File: src/rtl/npc_pkg.sv
package npc_pkg;
  typedef enum logic [1:0] {
    NPC_SEQ     = 2'd0,
    NPC_BRANCH  = 2'd1,
    NPC_JREGION = 2'd2,
    NPC_JREG    = 2'd3
  } npc_sel_e;
endpackage

File: src/rtl/npc_rel_adder.sv
module npc_rel_adder #(
  parameter int XLEN  = 32,
  parameter int IMM_W = 16
) (
  input  logic [XLEN-1:0]  pc_i,
  input  logic [IMM_W-1:0] imm_i,
  output logic [XLEN-1:0]  seq_o,
  output logic [XLEN-1:0]  br_o
);
  localparam int EXT_W = XLEN - IMM_W - 2;
  localparam logic [XLEN-1:0] STEP = XLEN'(4);

  logic [XLEN-1:0] offset;

  // word offset -> byte offset, sign-extended
  assign offset = {{EXT_W{imm_i[IMM_W-1]}}, imm_i, 2'b00};
  assign seq_o  = pc_i + STEP;
  assign br_o   = seq_o + offset;
endmodule

File: src/rtl/npc_region_jump.sv
module npc_region_jump #(
  parameter int XLEN   = 32,
  parameter int JIDX_W = 26
) (
  input  logic [XLEN-1:0]   seq_i,
  input  logic [JIDX_W-1:0] jidx_i,
  output logic [XLEN-1:0]   tgt_o
);
  localparam int REGION_W = XLEN - JIDX_W - 2;

  // region bits come from the incremented PC
  assign tgt_o = {seq_i[XLEN-1 -: REGION_W], jidx_i, 2'b00};
endmodule

File: src/rtl/npc_select.sv
module npc_select
  import npc_pkg::*;
#(
  parameter int XLEN = 32
) (
  input  npc_sel_e        sel_i,
  input  logic            taken_i,
  input  logic [XLEN-1:0] seq_i,
  input  logic [XLEN-1:0] br_i,
  input  logic [XLEN-1:0] region_i,
  input  logic [XLEN-1:0] reg_i,
  output logic [XLEN-1:0] next_o,
  output logic            misalign_o
);
  always_comb begin
    unique case (sel_i)
      NPC_BRANCH:  next_o = taken_i ? br_i : seq_i;
      NPC_JREGION: next_o = region_i;
      NPC_JREG:    next_o = reg_i;
      default:     next_o = seq_i;
    endcase
  end

  // flag only; target passed through unchanged
  assign misalign_o = (sel_i == NPC_JREG) && (reg_i[1:0] != 2'b00);
endmodule

File: src/rtl/pc_next_unit.sv
module pc_next_unit
  import npc_pkg::*;
#(
  parameter int               XLEN      = 32,
  parameter int               IMM_W     = 16,
  parameter int               JIDX_W    = 26,
  parameter logic [XLEN-1:0]  RESET_VEC = 32'h0000_1000
) (
  input  logic              clk_i,
  input  logic              rst_ni,
  input  logic              stall_i,
  input  logic [1:0]        sel_i,
  input  logic              taken_i,
  input  logic [IMM_W-1:0]  imm_i,
  input  logic [JIDX_W-1:0] jidx_i,
  input  logic [XLEN-1:0]   reg_i,
  output logic [XLEN-1:0]   pc_o,
  output logic [XLEN-1:0]   next_pc_o,
  output logic              misalign_o
);
  logic [XLEN-1:0] pc_q;
  logic [XLEN-1:0] seq_pc;
  logic [XLEN-1:0] br_pc;
  logic [XLEN-1:0] region_pc;
  npc_sel_e        sel;

  assign sel = npc_sel_e'(sel_i);

  npc_rel_adder #(.XLEN(XLEN), .IMM_W(IMM_W)) u_adder (
    .pc_i  (pc_q),
    .imm_i (imm_i),
    .seq_o (seq_pc),
    .br_o  (br_pc)
  );

  npc_region_jump #(.XLEN(XLEN), .JIDX_W(JIDX_W)) u_region (
    .seq_i  (seq_pc),
    .jidx_i (jidx_i),
    .tgt_o  (region_pc)
  );

  npc_select #(.XLEN(XLEN)) u_sel (
    .sel_i      (sel),
    .taken_i    (taken_i),
    .seq_i      (seq_pc),
    .br_i       (br_pc),
    .region_i   (region_pc),
    .reg_i      (reg_i),
    .next_o     (next_pc_o),
    .misalign_o (misalign_o)
  );

  always_ff @(posedge clk_i or negedge rst_ni) begin
    if (!rst_ni)       pc_q <= RESET_VEC;
    else if (!stall_i) pc_q <= next_pc_o;
  end

  assign pc_o = pc_q;

  AST_STALL_HOLD: assert property (@(posedge clk_i) disable iff (!rst_ni)
    stall_i |=> $stable(pc_o));
  AST_PC_LOAD: assert property (@(posedge clk_i) disable iff (!rst_ni)
    !stall_i |=> pc_o == $past(next_pc_o));
  AST_FALL_THROUGH: assert property (@(posedge clk_i) disable iff (!rst_ni)
    (sel_i == 2'd1 && !taken_i) |-> next_pc_o == pc_o + XLEN'(4));
  AST_ALIGN_KEEP: assert property (@(posedge clk_i) disable iff (!rst_ni)
    (sel_i != 2'd3 && pc_o[1:0] == 2'b00) |-> next_pc_o[1:0] == 2'b00);
  AST_MISALIGN_SRC: assert property (@(posedge clk_i) disable iff (!rst_ni)
    misalign_o |-> (sel_i == 2'd3 && reg_i[1:0] != 2'b00));
endmodule

File: config.mk
export PLATFORM = sky130hd
export DESIGN_NAME = pc_next_unit
export DESIGN_NICKNAME = d
export VERILOG_FILES = /design/src/rtl/npc_pkg.sv /design/src/rtl/npc_rel_adder.sv /design/src/rtl/npc_region_jump.sv /design/src/rtl/npc_select.sv /design/src/rtl/pc_next_unit.sv
export SDC_FILE = /design/constraint.sdc
export NUM_CORES = 1
export LEC_CHECK = 0
export ABC_AREA = 1
export CAP_MARGIN = 40
export CORE_ASPECT_RATIO = 0.6
export CORE_UTILIZATION = 33
export CTS_CLUSTER_SIZE = 40
export DETAILED_ROUTE_END_ITERATION = 10
export DONT_BUFFER_PORTS = 1
export GPL_ROUTABILITY_DRIVEN = 0
export PLACE_DENSITY = 0.47
export RECOVER_POWER = 100
export SYNTH_ARGS = -nofsm -noshare
export SYNTH_HDL_FRONTEND = slang
export SYNTH_SLANG_ARGS = --single-unit
File: constraint.sdc
create_clock -name clk_i -period 3.63 [get_ports clk_i]
set_input_delay 0.1815 -clock clk_i [delete_from_list [all_inputs] [get_ports clk_i]]
set_output_delay 0.1815 -clock clk_i [all_outputs]
set_load 0.02 [all_outputs]
==> flow_summary.toml, run 1 <==
[outcome]
outcome = "finished with violations"
violations = "capacitance limit, slew limit"

[critical_path]
cp_max_fo = 4
arrival_ps = 3390
crit_type = "flip-flop to output port"
path_common_cell = "nand2_1"
crit_family = "simple AND/OR/NAND/NOR gates"
cp_cell_sequence = "buf_6 -> clkinvlp_4 -> nor2_4 -> nand2_4 -> nor2_4 -> nand2_4 -> xor2_4 -> inv_2 -> ha_4 -> nand2_1 -> nand2_1 -> o21bai_2 -> nand3b_1 -> nand2_1 -> nand2_1 -> nand2_1 -> nand3_2 -> nand2_2 -> nand3b_4 -> buf_4"
crit_slowest_cell = "dfrtp_1"
required_ps = 3450
start_kind = "flip-flop"
max_stage_delay_ps = 370
critPathCaptureType = "output port"
crit_buf_inv = 4

[global_route]
grt-busiest-layer = "met1"
grt_pass1_wl_mm = 33.0
use_met3_pct = 7.11
grt_use_met2_pct = 37.4
grt_pass1_vias = 5718
overflow = 0
grt_antenna_before_repair = 0
use_met1_pct = 38.0
grt_max_degree = 44
grt_util_all_layers_pct = 25.7

[sta]
setup_viol_count_final = 0
max_slew.worst_pin.slew_ps = 1870
fin_crit_ps = 3580
rsz0062_at_grt = "true"
hold_ws_ps = 10.5
relSlewSlack_pct = -24.8
fin_skew_ps = 4.06
clock.fmax_mhz = 280
fin_crit_sh_pct = 98.5
slew_violations = 33
finalHoldViolCount = 0

[clock_tree]
cts_root_buffer = "clkbuf_16"
tritoncts = "done"
cts_buffer_depth = 2
htreeDepth = 2
cts_sinks = 32
cts_buffers = 5
clk_pin_slew_ps = 60
insertion_delay_ps = 290

[synthesis]
yosysUniqueCellTypes = 48
synthCells = 968
synth_top_area_share_pct = 25.6
yosysSeqAreaShare_pct = 14.8
syn_area_um2 = 5440
async_reset_ff_share_pct = 100
synth.avg_cell_area_um2 = 5.62
yosysMostFrequentCell = "nand2_1"
netlist_top_cells_count = "371 x nand2_1, 157 x inv_1, 71 x nor2_1"
synth-edff-count = 0
ys_ff_latch = 32
synth_ff_type = "dfrtp_1"
synth_top_area_cell = "nand2_1"
ys_warn_count = 0
synthTopCellsByArea = "nand2_1 26%, dfrtp_1 14%, inv_1 11%"
synthesis.nets = 1083

[die]
num_rows = 35
pin_count = 145
fp.dieW_um = 168
die_h_um = 101
dieArea_um2 = 17000
start_util_pct = 34.6
coreArea_um2 = 15700

[hold_path]
hp-class = "primary input to flip-flop"

[drt]
route.detailed.drc = 0
ant_nets = 0
vias_per_cell = 5.11
wl_mm = 22.4
detail_route.wl_per_cell_um = 18.0
vias = 6368
dr.pass1.iters = 5
drt_iter0_drc = 541

[job]
maxCapViolCount = 1

[cells_and_area]
fin_util_pct = 46.2
fillers = 1634
drive_above_1_share_pct = 25.2
largest_register_ff_count = 32
areaGrowthSynthToFinish_pct = 33.6
antenna_cells = 0
layout.nets = 1158

[pwr]
pwr-share-clk_pct = 18.0
power_density_nw_per_um2 = 381
seq_power_share_pct = 18.6
p_switching_w = 0.00137
combPwrFrac_pct = 63.4
ir_drop_uv = 178
swShare_pct = 49.6
p_int_w = 0.00139
p_leak_nw = 3.82

[place]
port_buffers = 0
dpl.hpwl_mm = 18.1
power by group through the flow:
| stage | combinational [W] | sequential, W | clock [W] |
|---|---|---|---|
| 6_report | 0.00175 | 0.000513 | 0.000499 |
| 5_1_grt | 0.00191 | 0.000521 | 0.000524 |
| 4_1_cts | 0.00146 | 0.000505 | 0.000500 |
| 3_5_place_dp | 0.00142 | 0.000509 | 0 |
| 3_3_place_gp | 0.00143 | 0.000510 | 0 |
| 2_1_floorplan | 0.000911 | 0.000548 | 0 |
worst reg2reg max path: stages, from the launching register on:
cell and delay, ps:
dfrtp_1 370, buf_6 150, clkinvlp_4 150, nor2_4 140, nand2_4 100, nor2_4 180
nand2_4 100, nor2_4 220, xor2_4 230, ha_4 270, a21oi_4 150, o21ai_1 120
a21oi_1 200, nand3_1 100, nand2_1 60, nand3_1 70, nand2_1 90, nand3b_1 120
buf_4 150, nand2_1 60, nand2_1 50
layer usage:
| metal | part of all wire, % | vias to the layer above |
|---|---|---|
| met3 | 8.4 | 15 |
| li1 | - | 3208 |
| met2 | 41 | 232 |
| met1 | 50 | 2913 |
| met4 | 0.67 | 0 |
| met5 | 0 | - |
kinds of logic after synthesis:
| group | count (synthesis) | share of synthesized area, % |
|---|---|---|
| xor+xnor | 25 | 4.44 |
| fa+ha+maj | 35 | 8.19 |
| buf+inv | 183 | 13.0 |
| compound gates | 116 | 13.0 |
| simple gates | 577 | 46.5 |
| flops | 32 | 14.8 |
path summary, 6_finish.rpt:
| kind | start | endpoint | slack [ps] | cells after the start |
|---|---|---|---|---|
| max reg2reg | pc_o[2]$_DFFE_PN0N_ | pc_o[24]$_DFFE_PN0N_ | 430 | 20 |
| max | pc_o[2]$_DFFE_PN0N_ | next_pc_o[22] | 50 | 20 |
| max in group asynchronous | rst_ni | pc_o[8]$_DFFE_PN0N_ | 1460 | 2 |
| min reg2reg | pc_o[13]$_DFFE_PN0N_ | pc_o[13]$_DFFE_PN0N_ | 610 | 2 |
| min in group asynchronous | rst_ni | pc_o[29]$_DFFE_PN0N_ | 940 | 2 |
| min | stall_i | pc_o[13]$_DFFE_PN0N_ | 10 | 2 |
area by class of cell:
class,instances,area (um2),share of cell area (%)
clock buffers,6,129,1.77
flip-flops and latches,32,815,11.2
repair buffers,89,737,10.1
multi-input cells,753,4680,64.4
well taps,203,254,3.50
clock inverters,2,35.0,0.483
inverters,162,612,8.43
placed cells by master (no fill, tap or decap), types with 6 or more instances in the layout:
master and instances:
dfrtp_1 21, inv_1 150, nand2_4 11, a21oi_2 11, ha_1 15, inv_2 9
nor2_4 16, o211ai_1 6, o21ai_1 7, nor2_2 16, dfrtp_2 10, xor2_1 8
nand3_1 57, a22o_1 18, a21oi_1 24, nor2_1 47, nand4_1 12, nand3_2 15
buf_4 75, nand2_2 26, nand3b_1 8, o21ai_0 30, nand2_1 343, ha_4 15
buf_6 8, xor2_2 10
through the flow:
stage	setup slack (ps)	std cells	setup TNS, ps	power (W)	instance area (um2)
detailed placement	173	1211	0	0.00193	6090
floorplan	488	968	0	0.00146	5440
global route	-71.3	1247	-522	0.00296	7260
CTS	-4.81	1222	-4.81	0.00246	6370
global placement	107	1211	0	0.00194	6090
finish	54.4	1247	0	0.00276	7260
repair_timing:
item                                   4_1_cts  5_1_grt
setup buffers                                0       25
gates cloned                                 0        0
endpoints found under the hold margin       33        0
hold buffers                                 3        0
resized for setup                           17      164
pin swaps                                    0       50
setup endpoints to repair                   13       23
Note: power is estimated with default switching activity, not from simulation.
==> run 2: changes to the inputs <==
--- a/config.mk
+++ b/config.mk
@@ -6,14 +6,13 @@
 export NUM_CORES = 1
 export LEC_CHECK = 0
 export ABC_AREA = 1
-export CAP_MARGIN = 40
 export CORE_ASPECT_RATIO = 0.6
 export CORE_UTILIZATION = 33
 export CTS_CLUSTER_SIZE = 40
 export DETAILED_ROUTE_END_ITERATION = 10
 export DONT_BUFFER_PORTS = 1
 export GPL_ROUTABILITY_DRIVEN = 0
-export PLACE_DENSITY = 0.47
+export PLACE_DENSITY = 0.48
 export RECOVER_POWER = 100
 export SYNTH_ARGS = -nofsm -noshare
 export SYNTH_HDL_FRONTEND = slang
==> constraint.sdc (replaced) <==
create_clock -name clk_i -period 3.2 [get_ports clk_i]
set_input_delay 0.16 -clock clk_i [delete_from_list [all_inputs] [get_ports clk_i]]
set_output_delay 0.16 -clock clk_i [all_outputs]
set_load 0.02 [all_outputs]
==> run 2 against run 1 <==
The flow finishes with violations (capacitance limit, slew limit, setup timing). Clock skew grew 1.3 ps. Hold slack better by 180 ps. Core utilization increased by 12 points. Non-clock buffer count up 128. Total power increased by 40%. Sequential share of layout area shrank 2.5 points. Via count up 11%. Sequential cell count unchanged. Critical path type unchanged. Largest cell class unchanged. Largest power group unchanged.
==> flow_summary.toml, run 2 (synthesis results as in run 1) <==
[outcome]
outcome = "finished with violations"
violations = "capacitance limit, slew limit, setup timing"

[sta]
max_slew.worst_pin.slew_ps = 1890
setup_viol_count_final = 20
relSlewSlack_pct = -25.9
fin_setup_tns_ps = -2380
finalHoldViolCount = 0
fin_crit_sh_pct = 108
clock.fmax_mhz = 290
worst_slack_ps = -246
rsz0062_at_grt = "true"
fin_skew_ps = 5.36
fin_crit_ps = 3450
slew_violations = 33

[critical_path]
r2r_start = "pc_o[4]$_DFFE_PN0N_"
r2r_cells = 23
max_stage_delay_ps = 430
crit_slowest_cell = "dfrtp_2"
arrival_ps = 3290
startpoint = "pc_o[4]$_DFFE_PN0N_"
crit_family = "simple AND/OR/NAND/NOR gates"
cp_cell_sequence = "buf_4 -> nand2_4 -> buf_6 -> nor2_4 -> inv_2 -> nor2_4 -> xor2_2 -> inv_2 -> ha_4 -> nand2_8 -> buf_12 -> nor2_4 -> nand2_2 -> nand2_2 -> inv_2 -> nand3_2 -> nand2_1 -> o21ai_1 -> nand3b_1 -> buf_6"
required_ps = 3040
cp_max_fo = 4
critPathCaptureType = "output port"
r2r_slack_ps = -40
crit_type = "flip-flop to output port"
start_kind = "flip-flop"
crit_buf_inv = 7
cp.depth = 20

[cells_and_area]
areaGrowthSynthToFinish_pct = 69.4
final_common_cell = "nand2_1"
multi_input_area_um2 = 5560
fillers = 1514
seqCellArea_um2 = 806
drive_above_1_share_pct = 46.5
fin_area_um2 = 9210
mostFrequentLayoutCells = "269 x nand2_1, 154 x buf_4, 115 x inv_1"
largest_register_ff_count = 32
layout.nets = 1286

[global_route]
grt_pass1_wl_mm = 35.1
grt_antenna_before_repair = 0
grt_util_all_layers_pct = 27.0
grt_max_degree = 46
grt_pass1_vias = 6328
overflow = 0

[clock_tree]
cts_sinks = 32
clk_pin_slew_ps = 60
cts_buffer_depth = 2
cts_root_buffer = "clkbuf_16"
tritoncts = "done"
htreeDepth = 2
insertion_delay_ps = 290
cts_buffers = 5

[drt]
dr.pass1.iters = 5
detail_route.wl_per_cell_um = 17.5
wl_mm = 24.0
ant_nets = 0
vias = 7070
drt_iter0_drc = 445
vias_per_cell = 5.14
route.detailed.drc = 0

[die]
coreArea_um2 = 15700
pin_count = 145
dieArea_um2 = 17000
die_h_um = 101
start_util_pct = 34.6
fp.dieW_um = 168
num_rows = 35

[place]
dpl.hpwl_mm = 18.3
dpl_cell_area_um2 = 6780
port_buffers = 0

[pwr]
power_density_nw_per_um2 = 421
p_leak_nw = 4.69
ir_drop_uv = 237

[hold_path]
hp-class = "primary input to flip-flop"
hold_depth = 4
min_from = "reg_i[5]"

[job]
maxCapViolCount = 1
-- run 2: final timing paths --
kind / endpoint
max: next_pc_o[17]
min: pc_o[5]$_DFFE_PN0N_
max reg2reg: pc_o[26]$_DFFE_PN0N_
min reg2reg: pc_o[18]$_DFFE_PN0N_
max in group asynchronous: pc_o[2]$_DFFE_PN0N_
min in group asynchronous: pc_o[27]$_DFFE_PN0N_
-- run 2: metal layers --
layer / GRT usage (%) / up-vias / part of all wire (%)
met5: 0 / - / 0
met4: 5.08 / 0 / 1.5
met3: 5.67 / 29 / 7.6
met2: 41.6 / 265 / 44
met1: 39.0 / 3297 / 47
li1: - / 3479 / -
-- run 2: layout make-up --
class	instances	area share (%)
clock inverter	2	0.380
inverter	162	6.68
tap	203	2.76
antenna	1	0.0272
multi-input combinational	753	60.4
clock buffer	6	1.40
timing repair buffer	217	19.6
sequential	32	8.75
-- run 2: worst min-delay path, delay by kind of cell --
family / cells / cell delay [ps]
AOI/OAI and AO/OA: 1 / 70
and+or+nand+nor: 3 / 200
-- run 2: what timing repair did --
action,4_1_cts,5_1_grt
endpoints found under the hold margin,51,0
setup buffers,35,25
cloned,0,0
pin swaps,59,146
setup endpoints to repair,40,42
resized for setup,199,241
hold buffers,3,0
-- run 2: power breakdown --
| part | leakage, nW | internal [W] | switching [W] | total, W |
|---|---|---|---|---|
| combinational | 4.21 | 0.00120 | 0.00155 | 0.00276 |
| sequential | 0.397 | 0.000469 | 0.0000864 | 0.000556 |
| clock | 0.0808 | 0.000366 | 0.000195 | 0.000562 |
| total | 4.69 | 0.00204 | 0.00184 | 0.00387 |
-- run 2: per-stage QoR --
step,hold slack [ps],worst slack [ps],utilization [%],power [W],cells
finish,192,-246,58.6,0.00387,1376
global route,230,-357,58.6,0.00412,1375
CTS,189,-167,52.2,0.00342,1352
detailed placement,-134,-277,43.1,0.00241,1306
global placement,-135,-293,43.1,0.00240,1306
floorplan,-136,57.6,-,0.00165,968
==> run 3: changes to the inputs <==
--- a/config.mk
+++ b/config.mk
@@ -6,13 +6,13 @@
 export NUM_CORES = 1
 export LEC_CHECK = 0
 export ABC_AREA = 1
-export CORE_ASPECT_RATIO = 0.6
+export CORE_ASPECT_RATIO = 0.5
 export CORE_UTILIZATION = 33
 export CTS_CLUSTER_SIZE = 40
 export DETAILED_ROUTE_END_ITERATION = 10
 export DONT_BUFFER_PORTS = 1
 export GPL_ROUTABILITY_DRIVEN = 0
-export PLACE_DENSITY = 0.48
+export PLACE_DENSITY = 0.47
 export RECOVER_POWER = 100
 export SYNTH_ARGS = -nofsm -noshare
 export SYNTH_HDL_FRONTEND = slang
==> constraint.sdc (replaced) <==
create_clock -name clk_i -period 4.2 [get_ports clk_i]
set_input_delay 0.21 -clock clk_i [delete_from_list [all_inputs] [get_ports clk_i]]
set_output_delay 0.21 -clock clk_i [all_outputs]
set_load 0.02 [all_outputs]
==> run 3 against run 2 <==
First-iteration DRC count increased by 31%. Routed wire length decreased by 8.7%. The run ends with capacitance limit, slew limit left. Non-clock buffer count decreased by 193. Total power decreased by 45%. Die area about the same. Setup slack improved by 350 ps. Clock power decreased by 17%. Register-to-register slack improved by 340 ps. Combinational power decreased by 57%. Core utilization decreased by 20 points. Critical path depth decreased by 4. Via count decreased by 12%. Largest cell class unchanged.
==> flow_summary.toml, run 3 (synthesis results as in run 1) <==
[drt]
route.detailed.drc = 0
dr.pass1.iters = 5
wl_met2_mm = 8.37
wl_mm = 22.0
vias_per_cell = 5.17
wl_met3_mm = 1.70
drt_iter0_drc = 585
detail_route.wl_per_cell_um = 18.3
vias = 6206
wl_met1_mm = 11.7
ant_nets = 0
highest_layer = "met4"

[outcome]
outcome = "finished with violations"
violations = "capacitance limit, slew limit"

[clock_tree]
cts_buffer_depth = 2
htreeDepth = 2
clk_pin_slew_ps = 70
insertion_delay_ps = 290
tritoncts = "done"
cts_root_buffer = "clkbuf_16"
cts_buffers = 5
cts_sinks = 32

[sta]
slew_violations = 33
relSlewSlack_pct = -25.2
fin_crit_ps = 4100
setup_viol_count_final = 0
fin_skew_ps = 13.3
clock.fmax_mhz = 244
max_slew.worst_pin.slew_ps = 1880
fin_crit_sh_pct = 97.6
worst_slack_ps = 102
finalHoldViolCount = 0

[critical_path]
cp_max_fo = 5
crit_type = "flip-flop to output port"
cp_cell_sequence = "ha_1 -> nand2_2 -> nor3_4 -> nand2_1 -> xor2_2 -> inv_1 -> ha_1 -> nand2_1 -> nor2_2 -> nand3_1 -> nand3b_1 -> nand2_1 -> nand3_1 -> nand3_1 -> nand2_1 -> nand3_2"
path_common_cell = "nand2_1"
r2r_end = "pc_o[21]$_DFFE_PN0N_"
crit_slowest_cell = "dfrtp_2"
critPathCaptureType = "output port"
max_stage_delay_ps = 470
r2r_slack_ps = 300
required_ps = 3990
r2r_start = "pc_o[3]$_DFFE_PN0N_"
start_kind = "flip-flop"
r2r_cells = 18
arrival_ps = 3890

[die]
pin_count = 145
dieArea_um2 = 17000
num_rows = 32
fp.dieW_um = 184
die_h_um = 92.8
coreArea_um2 = 15700
start_util_pct = 34.5

[global_route]
grt_pass1_vias = 5537
overflow = 0
grt_max_degree = 42
grt_antenna_before_repair = 0
grt_util_all_layers_pct = 25.9
grt_pass1_wl_mm = 33.1

[place]
port_buffers = 0
pre_cts_ws_ps = 268
dpl.hpwl_mm = 18.2

[hold_path]
hp-class = "primary input to flip-flop"
min_from = "stall_i"
hold_depth = 2
holdPathEnd = "pc_o[12]$_DFFE_PN1N_"

[cells_and_area]
mostFrequentLayoutCells = "370 x nand2_1, 157 x inv_1, 69 x nand3_1"
final_common_cell = "nand2_1"
antenna_cells = 0
drive_above_1_share_pct = 7.76
areaGrowthSynthToFinish_pct = 10.5
fillers = 1793
layout.nets = 1093
largest_register_ff_count = 32

[pwr]
total_power_w = 0.00211
power_density_nw_per_um2 = 352
p_leak_nw = 3.32
ir_drop_uv = 138

[job]
maxCapViolCount = 1
==> run 3: report_power, final <==
group | switching, W | total (W) | leakage [nW] | internal, W
Combinational | 0.000843 | 0.00119 | 2.83 | 0.000347
Clock | 0.000152 | 0.000465 | 0.0901 | 0.000313
Sequential | 0.000103 | 0.000460 | 0.398 | 0.000357
Total | 0.00110 | 0.00211 | 3.32 | 0.00102
==> run 3: worst max-delay path, delay by kind of cell (launching register included) <==
kind,cells,cell delay (ps)
adders and majority gates,2,640
xor gates and xnor gates,1,280
and+or+nand+nor,12,2060
DFF,1,470
buffers and inverters,1,120
==> run 3: stage by stage <==
| stage | hold WS (ps) | setup TNS [ps] | instances | cell area [um2] | util [%] |
|---|---|---|---|---|---|
| 2_1_floorplan | -85.6 | 0 | 968 | 5440 | - |
| 3_3_place_gp | -83.8 | 0 | 1189 | 5770 | 36.7 |
| 3_5_place_dp | -83.7 | 0 | 1189 | 5770 | 36.7 |
| 4_1_cts | 24.2 | 0 | 1199 | 5990 | 38.0 |
| 5_1_grt | 36.4 | -27.1 | 1200 | 6010 | 38.2 |
| 6_report | 31.2 | 0 | 1200 | 6010 | 38.2 |
==> run 3: worst max path at each step <==
stage,to,slack (ps),startpoint
5_1_grt,next_pc_o[23],-20,pc_o[3]$_DFFE_PN0N_
2_1_floorplan,pc_o[31]$_DFFE_PN0N_,1060,pc_o[3]$_DFFE_PN0N_
6_report,next_pc_o[21],100,pc_o[3]$_DFFE_PN0N_
3_3_place_gp,next_pc_o[15],270,pc_o[3]$_DFFE_PN0N_
3_5_place_dp,pc_o[21]$_DFFE_PN0N_,270,pc_o[3]$_DFFE_PN0N_
4_1_cts,next_pc_o[15],60,pc_o[3]$_DFFE_PN0N_
==> run 3: metal layers <==
layer	track usage, %	up-vias
met5	0	-
met4	3.54	0
met3	3.89	19
met2	36.2	245
met1	41.1	2875
li1	-	3067
==> run 3: repair_timing <==
item,4_1_cts,5_1_grt
setup buffers,0,1
gates cloned,0,0
endpoints found under the setup margin,1,17
endpoints found under the hold margin,32,0
hold buffers,2,0
pin swaps,0,2
gates resized for setup,1,19
==> run 3: final cells by class <==
| class | count | area (um2) | share of cell area, % |
|---|---|---|---|
| clock inverter | 1 | 30.0 | 0.500 |
| inverter | 162 | 608 | 10.1 |
| multi-input combinational | 753 | 3990 | 66.4 |
| tap | 221 | 277 | 4.60 |
| sequential | 32 | 805 | 13.4 |
| timing repair buffer | 24 | 149 | 2.48 |
| clock buffer | 7 | 153 | 2.54 |
